<file path="src/rtl/adc_seq_pkg.sv">
package adc_seq_pkg;

    typedef enum logic [1:0] {
        ST_IDLE = 2'd0,
        ST_ACQ  = 2'd1,
        ST_CONV = 2'd2,
        ST_TAIL = 2'd3
    } seq_state_e;

    typedef enum logic [1:0] {
        PM_OFF      = 2'b00,
        PM_ON       = 2'b01,
        PM_AUTO_OFF = 2'b10,
        PM_AUTO_SBY = 2'b11
    } pwr_mode_e;

    // control word layout, MSB first
    typedef struct packed {
        pwr_mode_e  mode;
        logic [1:0] div_sel;
        logic [1:0] acq_sel;
        logic       tmr_en;
        logic       ext_en;
    } ctrl_t;

endpackage

</file>
<file path="src/rtl/adc_seq_clkdiv.sv">
module adc_seq_clkdiv #(
    parameter int SEL_W = 2
) (
    input  logic             clk,
    input  logic             rst_n,
    input  logic             clr,
    input  logic [SEL_W-1:0] sel,
    output logic             tick
);
    localparam int CNT_W = (1 << SEL_W) - 1;

    typedef struct packed {
        logic [CNT_W-1:0] cnt;
    } div_regs_t;

    div_regs_t div_d, div_q;
    logic [CNT_W-1:0] limit;
    logic             wrap;

    always_comb begin
        div_d = div_q;
        limit = CNT_W'((1 << sel) - 1);
        wrap  = (div_q.cnt == limit);
        if (clr) begin
            div_d.cnt = '0;
        end else if (wrap) begin
            div_d.cnt = '0;
        end else begin
            div_d.cnt = div_q.cnt + 1'b1;
        end
        tick = wrap && !clr;
    end

    always_ff @(posedge clk or negedge rst_n) begin
        if (!rst_n) begin
            div_q <= '0;
        end else begin
            div_q <= div_d;
        end
    end

endmodule

</file>
<file path="src/rtl/adc_seq_trig.sv">
module adc_seq_trig #(
    parameter int SYNC_STAGES = 2
) (
    input  logic clk,
    input  logic rst_n,
    input  logic cfg_wr,
    input  logic tmr_en,
    input  logic ext_en,
    input  logic sw_start,
    input  logic tmr_ovf,
    input  logic ext_start_n,
    output logic start_req
);
    typedef struct packed {
        logic [SYNC_STAGES-1:0] sync;
        logic                   prev;
        logic                   parity;
    } trig_regs_t;

    trig_regs_t trg_d, trg_q;
    logic pin_s;
    logic pin_fall;
    logic tmr_fire;

    always_comb begin
        trg_d      = trg_q;
        pin_s      = trg_q.sync[SYNC_STAGES-1];
        trg_d.sync = {trg_q.sync[SYNC_STAGES-2:0], ext_start_n};
        trg_d.prev = pin_s;
        pin_fall   = trg_q.prev && !pin_s;

        tmr_fire = tmr_en && tmr_ovf && trg_q.parity && !cfg_wr;
        if (cfg_wr) begin
            trg_d.parity = 1'b0;
        end else if (tmr_en && tmr_ovf) begin
            trg_d.parity = !trg_q.parity;
        end

        start_req = sw_start || tmr_fire || (ext_en && pin_fall);
    end

    always_ff @(posedge clk or negedge rst_n) begin
        if (!rst_n) begin
            trg_q.sync   <= '1;
            trg_q.prev   <= 1'b1;
            trg_q.parity <= 1'b0;
        end else begin
            trg_q <= trg_d;
        end
    end

endmodule

</file>
<file path="src/rtl/adc_seq_fsm.sv">
module adc_seq_fsm
    import adc_seq_pkg::*;
#(
    parameter int CONV_CLKS = 17,
    parameter int ACQ_SEL_W = 2
) (
    input  logic                 clk,
    input  logic                 rst_n,
    input  pwr_mode_e            mode,
    input  logic [ACQ_SEL_W-1:0] acq_sel,
    input  logic                 abort,
    input  logic                 tick,
    input  logic                 start_req,
    output logic                 busy,
    output logic                 track,
    output logic                 done,
    output logic                 pwr_down,
    output logic                 standby
);
    localparam int ACQ_MAX = 1 << ((1 << ACQ_SEL_W) - 1);
    localparam int CNT_MAX = (CONV_CLKS > ACQ_MAX) ? CONV_CLKS : ACQ_MAX;
    localparam int CNT_W   = $clog2(CNT_MAX);
    localparam logic [CNT_W-1:0] CONV_LAST = CNT_W'(CONV_CLKS - 1);

    typedef struct packed {
        seq_state_e       st;
        logic [CNT_W-1:0] cnt;
        logic             done;
    } fsm_regs_t;

    fsm_regs_t fsm_d, fsm_q;
    logic [CNT_W-1:0] acq_last;
    logic             idle_q;

    always_comb begin
        fsm_d      = fsm_q;
        fsm_d.done = 1'b0;
        acq_last   = CNT_W'((1 << acq_sel) - 1);

        unique case (fsm_q.st)
            ST_IDLE: begin
                if (start_req && (mode != PM_OFF)) begin
                    fsm_d.st  = ST_ACQ;
                    fsm_d.cnt = '0;
                end
            end
            ST_ACQ: begin
                if (tick) begin
                    if (fsm_q.cnt == acq_last) begin
                        fsm_d.st  = ST_CONV;
                        fsm_d.cnt = '0;
                    end else begin
                        fsm_d.cnt = fsm_q.cnt + 1'b1;
                    end
                end
            end
            ST_CONV: begin
                if (tick) begin
                    if (fsm_q.cnt == CONV_LAST) begin
                        fsm_d.st   = ST_TAIL;
                        fsm_d.cnt  = '0;
                        fsm_d.done = 1'b1;
                    end else begin
                        fsm_d.cnt = fsm_q.cnt + 1'b1;
                    end
                end
            end
            ST_TAIL: begin
                if (tick) begin
                    fsm_d.st = ST_IDLE;
                end
            end
            default: fsm_d.st = ST_IDLE;
        endcase

        if (abort) begin
            fsm_d.st   = ST_IDLE;
            fsm_d.cnt  = '0;
            fsm_d.done = 1'b0;
        end
    end

    always_ff @(posedge clk or negedge rst_n) begin
        if (!rst_n) begin
            fsm_q.st   <= ST_IDLE;
            fsm_q.cnt  <= '0;
            fsm_q.done <= 1'b0;
        end else begin
            fsm_q <= fsm_d;
        end
    end

    always_comb begin
        idle_q   = (fsm_q.st == ST_IDLE);
        busy     = (fsm_q.st == ST_ACQ) || (fsm_q.st == ST_CONV);
        track    = (fsm_q.st == ST_ACQ);
        done     = fsm_q.done;
        pwr_down = (mode == PM_OFF) || ((mode == PM_AUTO_OFF) && idle_q);
        standby  = (mode == PM_AUTO_SBY) && idle_q;
    end

endmodule

</file>
<file path="src/rtl/adc_seq.sv">
module adc_seq
    import adc_seq_pkg::*;
#(
    parameter int          CONV_CLKS   = 17,
    parameter int          SYNC_STAGES = 2,
    parameter logic [7:0]  CTRL_RESET  = 8'h20
) (
    input  logic       clk,
    input  logic       rst_n,
    input  logic       cfg_wr,
    input  logic [7:0] cfg_wdata,
    output logic [7:0] cfg_rdata,
    input  logic       sw_start,
    input  logic       tmr_ovf,
    input  logic       ext_start_n,
    output logic       adc_clk_en,
    output logic       adc_busy,
    output logic       adc_track,
    output logic       adc_done,
    output logic       adc_pwr_down,
    output logic       adc_standby
);
    localparam int SEL_W = $bits(ctrl_t) / 4;

    ctrl_t ctrl_d, ctrl_q;
    ctrl_t wr_word;
    logic  abort;
    logic  start_req;

    always_comb begin
        wr_word = ctrl_t'(cfg_wdata);
        ctrl_d  = cfg_wr ? wr_word : ctrl_q;
        abort   = cfg_wr && (wr_word.mode == PM_OFF);
    end

    always_ff @(posedge clk or negedge rst_n) begin
        if (!rst_n) begin
            ctrl_q <= ctrl_t'(CTRL_RESET);
        end else begin
            ctrl_q <= ctrl_d;
        end
    end

    assign cfg_rdata = ctrl_q;

    adc_seq_clkdiv #(
        .SEL_W (SEL_W)
    ) u_div (
        .clk   (clk),
        .rst_n (rst_n),
        .clr   (cfg_wr),
        .sel   (ctrl_q.div_sel),
        .tick  (adc_clk_en)
    );

    adc_seq_trig #(
        .SYNC_STAGES (SYNC_STAGES)
    ) u_trig (
        .clk         (clk),
        .rst_n       (rst_n),
        .cfg_wr      (cfg_wr),
        .tmr_en      (ctrl_q.tmr_en),
        .ext_en      (ctrl_q.ext_en),
        .sw_start    (sw_start),
        .tmr_ovf     (tmr_ovf),
        .ext_start_n (ext_start_n),
        .start_req   (start_req)
    );

    adc_seq_fsm #(
        .CONV_CLKS (CONV_CLKS),
        .ACQ_SEL_W (SEL_W)
    ) u_fsm (
        .clk       (clk),
        .rst_n     (rst_n),
        .mode      (ctrl_q.mode),
        .acq_sel   (ctrl_q.acq_sel),
        .abort     (abort),
        .tick      (adc_clk_en),
        .start_req (start_req),
        .busy      (adc_busy),
        .track     (adc_track),
        .done      (adc_done),
        .pwr_down  (adc_pwr_down),
        .standby   (adc_standby)
    );

endmodule

</file>
<file path="config.mk">
export PLATFORM = sky130hd
export DESIGN_NAME = adc_seq
export DESIGN_NICKNAME = d
export VERILOG_FILES = /design/src/rtl/adc_seq_pkg.sv /design/src/rtl/adc_seq_clkdiv.sv /design/src/rtl/adc_seq_trig.sv /design/src/rtl/adc_seq_fsm.sv /design/src/rtl/adc_seq.sv
export SDC_FILE = /design/constraint.sdc
export NUM_CORES = 1
export LEC_CHECK = 0
export ABC_AREA = 1
export BUFFER_PORTS_ARGS = -buffer_cell sky130_fd_sc_hd__buf_2
export CAP_MARGIN = 10
export CORE_MARGIN = 2
export CORE_UTILIZATION = 50
export DETAILED_ROUTE_END_ITERATION = 7
export PLACE_DENSITY = 0.81
export SLEW_MARGIN = 20
export SYNTH_ARGS = -nofsm -noshare
export SYNTH_HDL_FRONTEND = slang
export SYNTH_SLANG_ARGS = --single-unit
</file>
<file path="constraint.sdc">
create_clock -name clk -period 4.2 [get_ports clk]
set_clock_uncertainty 0.05 [all_clocks]
set_input_delay 0.21 -clock clk [delete_from_list [all_inputs] [get_ports clk]]
set_output_delay 0.21 -clock clk [all_outputs]
set_load 0.005 [all_outputs]
</file>
==> results of run 1 <==
==> cell usage after synthesis, types with 3 or more instances <==
cell,count
a21oi_1,4
dfrtp_1,19
dfstp_2,4
ha_1,8
inv_1,23
nand2_1,55
nand3_1,13
nand4_1,3
nor2_1,15
nor3_1,4
o21ai_0,7
o21ai_1,5
xor2_1,5
==> power breakdown <==
group | internal (mW) | switching (mW)
Clock | 0.0356 | 0.0664
Sequential | 0.251 | 0.0345
Combinational | 0.123 | 0.201
Total | 0.410 | 0.302
==> area by class of cell <==
| class | count | area, um^2 |
|---|---|---|
| timing repair buffer | 29 | 155 |
| clock buffer | 3 | 22.5 |
| multi-input combinational | 128 | 673 |
| inverter | 25 | 93.8 |
| tap | 30 | 37.5 |
| sequential | 23 | 581 |
| fill | 248 | 977 |
| clock inverter | 1 | 5.00 |
==> routing by layer <==
metal,vias up,wire (um)
li1,619,-
met1,538,1360
met2,23,1350
met3,4,88
met4,0,29
met5,-,0
==> registers in the layout, summed over array words and instances (netlist names) <==
name          flops
cfg_rdata         8
u_div.div_q       3
u_fsm.done        1
u_fsm.fsm_q       7
u_trig.pin_s      1
u_trig.trg_d      1
u_trig.trg_q      2
==> timing repair <==
| action | CTS | global route |
|---|---|---|
| endpoints found under the hold margin | 20 | 0 |
| hold buffers | 2 | 0 |
| resized for setup | 0 | 0 |
==> cells by family after synthesis <==
| kind of cell | Yosys count | share of synthesized area |
|---|---|---|
| DFF | 23 | 0.424 |
| AOI/OAI and AO/OA | 19 | 0.0813 |
| buffers and inverters | 29 | 0.0849 |
| xor gates and xnor gates | 6 | 0.0384 |
| adders and majority gates | 8 | 0.0731 |
| and+or+nand+nor | 95 | 0.299 |
==> critical path, stage by stage, from the launching register on <==
cell and delay [ns]:
dfstp_2 0.60, inv_1 0.07, nand2_1 0.09, nand2_1 0.06
nand2_1 0.06, nand3_1 0.10, nor2_1 0.17, buf_2 0.14
==> metrics by stage <==
stage	setup slack (ns)	hold slack (ns)
after floorplan	2.68	-0.136
after global placement	2.55	0.150
after detailed placement	2.53	0.159
after CTS	2.33	0.0377
after global routing	2.19	0.0326
final	2.34	0.0460
==> worst min-delay path by stage <==
stage / cells past startpoint / slack, ns / to
final: 3 / 0.05 / cfg_rdata[0]
after global routing: 3 / 0.03 / cfg_rdata[1]
after CTS: 3 / 0.04 / cfg_rdata[1]
after detailed placement: 1 / 0.16 / cfg_rdata[0]
after global placement: 1 / 0.15 / cfg_rdata[0]
after floorplan: 0 / -0.14 / cfg_rdata[0]
==> metrics, run 1 <==
Synth area leaders=dfrtp_1 35%, nand2_1 15%, dfstp_2 7.7%; clock-pin slew on the worst setup and hold paths=0.13 ns; Worst Path Class, Setup=reg2out; row count=18; Max transition margin=0.659; cells on worst reg2reg path=9; most frequent cells in the layout=55 x nand2_1, 27 x buf_2, 23 x inv_1; Antenna Nets Post-Route=0; postcts setup bufs=0; nets@finish=232; largest net degree at the start of global routing=24; Mapped Area=0.00137 mm^2; Die Wd=about 56 um; final std cells w/o fill=between 200 and 250; Setup TNS=0 ns; Max Slew Vio Count=0; P_leak=0.844 nW; Inst Count DP=233; Worst Setup EP=adc_clk_en; layout cells sized above 1=0.201; FFs w/ async S/R, synth=1.00; Die Y=56.3 um; GRT overflow=0; n_diodes=0; global-route wire length before repair=5030 um; gr usage total=0.200; power per cell area=roughly 450 mW/mm^2; FF-to-FF Start=u_fsm.fsm_q[6]; gpl congestion=~0.84; DRT Pass-1 Iters=4; crit path time final=1.86 ns; post-synthesis register bit count=23; Startpoint Class=flop; total of max-cap violations=0; Clock Sinks=23; hold_sp=cfg_wdata[0]; f_max=approximately 540 MHz; final setup fails=0; clk_lat worst skew=0.31 ns; Synth cell types=23; grt met3 use=0.0253; final instance area=0.00157 mm^2; RSZ-0062 raised after global routing=false; Seq/Total Area, Yosys=0.424; Initial Util=0.538; Die ar.=0.00317 mm^2; Worst setup EP type=output pin; dominant cell type by area after synthesis=dfrtp_1; RR Endpoint=u_fsm.fsm_q[3]; Post-DP HPWL=2050 um; Post-synth EDFFs=0; Top Ports=28; via count=1184; required time worst endpoint=3.94 ns; Mapped Nets=202; Critical path origin=cfg_rdata[5]; reg-to-reg slack, setup=2.49 ns; H-tree depth=1; CTS root buffer=clkbuf_4; DR WL/cell=11.8 um; drt via density=4.95; mean area per synthesized cell=7.61 um^2; I/O Buffers=27; worst slew pin tran=0.511 ns; vias in the first global route=between 1000 and 1500; initial antenna violation count=0; grt peak-use layer=met2; Area after DPL=0.00152 mm^2; top_reg_cell synth=dfrtp_1; Yosys warning count=0; Initial DRC Count=31; CTS tree=done; Max FO, Critical Path=6; final WL=2830 um; Post-Syn Instances=180; status=completed; post-route core utilization=0.616; final hold violation count=0; Layout area overhead=14.4%; Hold Path Class=in2reg; period utilisation layout=0.444; most common cell after layout, fill and taps aside=nand2_1; Yosys top cell area share=0.347; DRC viols=0; crit path DAT=1.60 ns; Core ar.=0.00254 mm^2; Bufs on Longest Clock Path=2; Overall Power=0.712 mW; met2 Use GR=0.334; Worst VDD drop=272 uV; met1 Track Usage GR=0.263; CTS Buf Count=3
No activity file was read; power rests on OpenSTA's default activity.
==> run 2: changes to the inputs <==
Clock period 4.2 ns to 1.9 ns, I/O delays scaled along.
==> metrics, run 2 (same netlist as run 1, synthesis figures left out) <==
Initial Util=0.538 (unchanged); DRC viols=0 (unchanged); f_max=588 MHz; post-CTS sizing=0 (unchanged); met1 Track Usage GR=0.243 (-0.0195); grt met3 use=0.0415 (+0.0161); period utilisation layout=0.894; initial antenna violation count=0 (unchanged); GRT overflow=0 (unchanged); largest net degree at the start of global routing=24 (unchanged); internal power=0.920 mW (+120%); Startpoint Class=flop; Antenna Nets Post-Route=0 (unchanged); DR WL/cell=11.0 um (-7.1%); most frequent cells in the layout=55 x nand2_1, 27 x buf_2, 23 x inv_1; Logic pwr share=0.458 (+0.003); Initial DRC Count=36 (+16%); register share of total power=0.394 (-0.007); most common cell after layout, fill and taps aside=nand2_1; CTS root buffer=clkbuf_4; Max FO, Critical Path=6 (unchanged); Worst VDD drop=626 uV (+130%); CTS Buf Count=3 (unchanged); global-route wire length before repair=5040 um (+0.14%); RSZ-0062 raised after global routing=false; CP max stage delay=0.60 ns (about the same); drt via density=4.92 (-0.69%); Worst setup EP type=output pin; sequence of cells on the critical path=inv_1 > nand2_1 > nand2_1 > nand2_1 > nand3_1 > nor2_1 > buf_2; crit path DAT=1.55 ns (-0.05 ns); final setup fails=0 (unchanged); Hold Path Class=in2reg; CTS tree=done; Max transition margin=0.660 (about the same); final hold violation count=0 (unchanged); clock-pin slew on the worst setup and hold paths=0.14 ns (about the same); crit path time final=1.70 ns; Layout area overhead=21.7%; Max Slew Vio Count=0 (unchanged); gpl congestion=0.867 (+3.0%); Clock Sinks=23 (unchanged); final WL=2740 um (-3.2%); nets@finish=242 (+4.3%); Worst Path Class, Setup=reg2out; total of max-cap violations=0 (unchanged); Bufs on Longest Clock Path=2 (unchanged); I/O Buffers=27 (unchanged); crit-path most repeated cell=nand2_1; Sw Ratio=0.424 (about the same); gr usage total=0.201 (+0.00136); vias in the first global route=1211 (+3.4%); n_diodes=0 (unchanged); H-tree depth=1 (unchanged); layout cells sized above 1=0.196 (-0.00461); met2 Use GR=0.360 (+0.0252); postcts setup bufs=0 (unchanged); clk_lat worst skew=0.32 ns (about the same); Sw Pwr=0.678 mW (+120%); Die Wd=56.3 um (unchanged); post-route core utilization=0.655 (+0.0393); DRT Pass-1 Iters=4 (unchanged); Die Y=56.3 um (unchanged); clock network power share=0.148 (+0.005); Die ar.=0.00317 mm^2 (unchanged); required time worst endpoint=1.75 ns (-2.19 ns); CP max-delay cell=dfstp_2; P_leak=0.882 nW (+4.6%); Core ar.=0.00254 mm^2 (unchanged); Overall Power=1.60 mW (+120%); status=completed; max reg flops=8 (unchanged); via count=1225 (+3.5%); row count=18 (unchanged); grt peak-use layer=met2; Setup TNS=0 ns (unchanged); power per cell area=959 mW/mm^2 (+110%); Post-DP HPWL=2030 um (-1.2%); Top Ports=28 (unchanged); worst slew pin tran=0.510 ns (-0.000798 ns)
-- run 2: cell types whose count changed in the layout (fill, tap and decap cells not counted) --
cell	before	now
dlygate4sd3_1	2	11
buf_4	0	1
clkinv_2	1	0
clkinvlp_4	0	1
-- run 2: cell type report --
type	count	area, um^2
multi-input combinational	128	673
timing repair buffer	39	253
sequential	23	581
clock inverter	1	7.51
clock buffer	3	22.5
tap	30	37.5
fill	216	877
inverter	25	93.8
-- run 2: repair_timing --
item	in CTS	in global routing
hold buffers	11	0
hold endpoints to repair	29	0
setup endpoints to repair	0	0
-- run 2: final timing paths --
path,to,startpoint,depth (start not counted),slack (ns)
max,adc_clk_en,cfg_rdata[5],7,0.20
min,cfg_rdata[0],cfg_wr,4,0.04
max reg2reg,u_fsm.fsm_q[3],u_fsm.fsm_q[6],9,0.21
min reg2reg,u_trig.pin_s,u_trig.trg_d[3],0,0.32
max in group asynchronous,cfg_rdata[5],rst_n,2,1.22
min in group asynchronous,cfg_rdata[0],rst_n,2,0.20
-- run 2: layer usage --
metal,vias up,wire length (um)
met4,0,24
met2,26,1380
met3,2,101
met1,551,1230
met5,-,0
li1,646,-
-- run 2: power groups by stage --
stage          logic [mW]  registers, mW  clock network, mW
2_1_floorplan       0.542          0.623                  0
3_3_place_gp        0.703          0.635                  0
3_5_place_dp        0.713          0.638                  0
4_1_cts             0.738          0.629              0.245
5_1_grt             0.864          0.642              0.265
6_report            0.732          0.630              0.236
-- run 2: worst max-delay path: cells and delay by family, from the launching register on --
kind	cells	cell delay, ns
AND/OR/NAND/NOR	5	0.43
flip-flops	1	0.60
buffers and inverters	2	0.22
-- run 2: metrics by stage --
| step | hold slack [ns] | cell area [um^2] | setup slack [ns] | cells |
|---|---|---|---|---|
| global route | 0.0451 | 1670 | 0.0259 | 249 |
| detailed placement | 0.0484 | 1530 | 0.241 | 234 |
| finish | 0.0445 | 1670 | 0.201 | 249 |
| CTS | 0.0343 | 1670 | 0.178 | 249 |
| floorplan | -0.251 | 1370 | 0.383 | 180 |
| global placement | 0.0383 | 1530 | 0.290 | 234 |
==> run 3: changes to the inputs <==
--- a/config.mk
+++ b/config.mk
@@ -8,5 +8,5 @@
 export ABC_AREA = 1
 export BUFFER_PORTS_ARGS = -buffer_cell sky130_fd_sc_hd__buf_2
-export CAP_MARGIN = 10
+export CAP_MARGIN = 40
 export CORE_MARGIN = 2
 export CORE_UTILIZATION = 50
==> constraint.sdc (replaced) <==
create_clock -name clk -period 1.9 [get_ports clk]
set_clock_uncertainty 0.05 [all_clocks]
set_input_delay 0.475 -clock clk [delete_from_list [all_inputs] [get_ports clk]]
set_output_delay 0.475 -clock clk [all_outputs]
set_load 0.005 [all_outputs]
==> metrics, run 3 (same netlist as run 1, synthesis figures left out) <==
most frequent cells in the layout=54 x nand2_1, 27 x buf_2, 19 x inv_1, 19 x dfrtp_1, 14 x nor2_1; CP max-delay cell=dfstp_2; CTS tree=done; Top Ports=28 (unchanged); Core ar.=0.00254 mm^2 (unchanged); Die Wd=56.3 um (unchanged); Startpoint Class=flop; crit-path most repeated cell=nand2_1; I/O Buffers=27 (unchanged); DRT Pass-1 Iters=4 (unchanged); Hold Path Class=in2async; final setup fails=3 (+3); PnR worst setup slack=-0.160 ns (-0.361 ns); required time worst endpoint=1.37 ns (-0.38 ns); f_max=485 MHz (-18%); period utilisation layout=1.08 (+0.190); clock-pin slew on the worst setup and hold paths=0.13 ns (about the same); Clock Sinks=23 (unchanged); largest net degree at the start of global routing=24 (unchanged); worst hold-check slack=0.0591 ns (+0.0146 ns); Antenna Nets Post-Route=0 (unchanged); Max Slew Vio Count=0 (unchanged); row count=18 (unchanged); GRT overflow=0 (unchanged); vias in the first global route=1180 (-2.6%); most common cell after layout, fill and taps aside=nand2_1; Layout area overhead=21.4%; Max FO, Critical Path=5 (-1); CP max stage delay=0.61 ns (about the same); final std cells w/o fill=249 (unchanged); Die Y=56.3 um (unchanged); Die ar.=0.00317 mm^2 (unchanged); initial antenna violation count=0 (unchanged); DRC viols=0 (unchanged); Inst Count DP=235 (+0.43%); sequence of cells on the critical path=nand2_1 > nand2_1 > nand2_1 > inv_1 > nand3_2 > nor2_4 > buf_2; Worst setup EP type=output pin; Setup TNS=-0.217 ns (-0.217 ns); final WL=2930 um (+6.9%); Max transition margin=0.665 (+0.00489); Worst VDD drop=616 uV (-1.5%); n_diodes=0 (unchanged); clk_lat worst skew=0.31 ns (about the same); grt peak-use layer=met2; drt via density=4.97 (+1.1%); status=finished, violations left; crit path time final=2.06 ns (+0.361 ns); H-tree depth=1 (unchanged); via count=1238 (+1.1%); P_leak=0.891 nW (+0.94%); crit path DAT=1.54 ns (about the same); Bufs on Longest Clock Path=2 (unchanged); cells on worst reg2reg path=14 (+5); layout cells sized above 1=0.288 (+0.0913); max reg flops=8 (unchanged); met2 Use GR=0.348 (-0.0118); CTS root buffer=clkbuf_4; gpl congestion=0.896 (+3.4%); RSZ-0062 raised after global routing=true; Worst Path Class, Setup=reg2out; power per cell area=1010 mW/mm^2 (+5.0%); CTS Buf Count=3 (unchanged); gr usage total=0.194 (-0.00757); total of max-cap violations=0 (unchanged); global-route wire length before repair=4900 um (-2.7%); Initial Util=0.538 (unchanged); nets@finish=242 (unchanged); final hold violation count=0 (unchanged); Hold Buf Count CTS=0 (-11); met1 Track Usage GR=0.238 (-0.00547); failing checks=setup timing; Post-DP HPWL=2160 um (+6.7%); Initial DRC Count=38 (+5.6%); worst slew pin tran=0.503 ns (-0.00734 ns); grt met3 use=0.0207 (-0.0207); DR WL/cell=11.8 um (+6.9%)
==> run 3: changes by cell type in the layout (fill, tap and decap cells not counted), moves of 4 or more <==
cell | before | now
buf_4 | 1 | 12
dlygate4sd3_1 | 11 | 0
inv_1 | 23 | 19
inv_2 | 2 | 6
==> run 3: area by class of cell <==
class                   instances  area (um^2)
multi-input cells             128          696
inverters                      25         93.8
clock buffers                   3         22.5
flip-flops and latches         23          581
clock inverters                 1         7.51
well taps                      30         37.5
repair buffers                 39          225
fillers                       234          882
==> run 3: worst max-delay path: cells and delay by family (launching register included) <==
kind / cells / cell delay [ns]
simple gates: 5 / 0.44
flops: 1 / 0.61
buf+inv: 2 / 0.18
==> run 3: final timing paths <==
path                              endpoint            start  slack, ns
min in group clk           u_trig.trg_d[3]      ext_start_n       0.19
max                             adc_clk_en     cfg_rdata[5]      -0.16
max reg2reg                 u_fsm.fsm_q[6]     cfg_rdata[5]      -0.04
max in group asynchronous     cfg_rdata[5]            rst_n       1.38
min reg2reg                   u_trig.pin_s  u_trig.trg_d[3]       0.32
min                         u_fsm.fsm_q[2]            rst_n       0.06
==> run 3: what timing repair did <==
item | 4_1_cts | 5_1_grt
gates resized for setup | 4 | 6
setup endpoints to repair | 3 | 5
setup buffers | 8 | 2
cloned | 0 | 0
pin swaps | 3 | 2
==> run 3: power breakdown <==
group	internal, mW	switching [mW]	leakage [nW]
Sequential	0.556	0.0625	0.289
Combinational	0.329	0.493	0.587
Clock	0.0801	0.153	0.0139
Total	0.965	0.709	0.891
==> run 3: through the flow <==
stage,utilization,cell area (um^2),power [mW],setup slack (ns)
6_report,0.653,1660,1.67,-0.160
3_3_place_gp,0.603,1540,1.34,0.151
3_5_place_dp,0.603,1540,1.35,0.164
5_1_grt,0.653,1660,1.83,-0.253
4_1_cts,0.642,1630,1.66,-0.132
2_1_floorplan,-,1370,1.16,0.376
==> run 3: per-layer routing <==
layer / part of all wire / vias up
met5: 0 / -
met4: 0.015 / 0
met3: 0.034 / 6
met2: 0.52 / 28
met1: 0.43 / 560
li1: - / 644
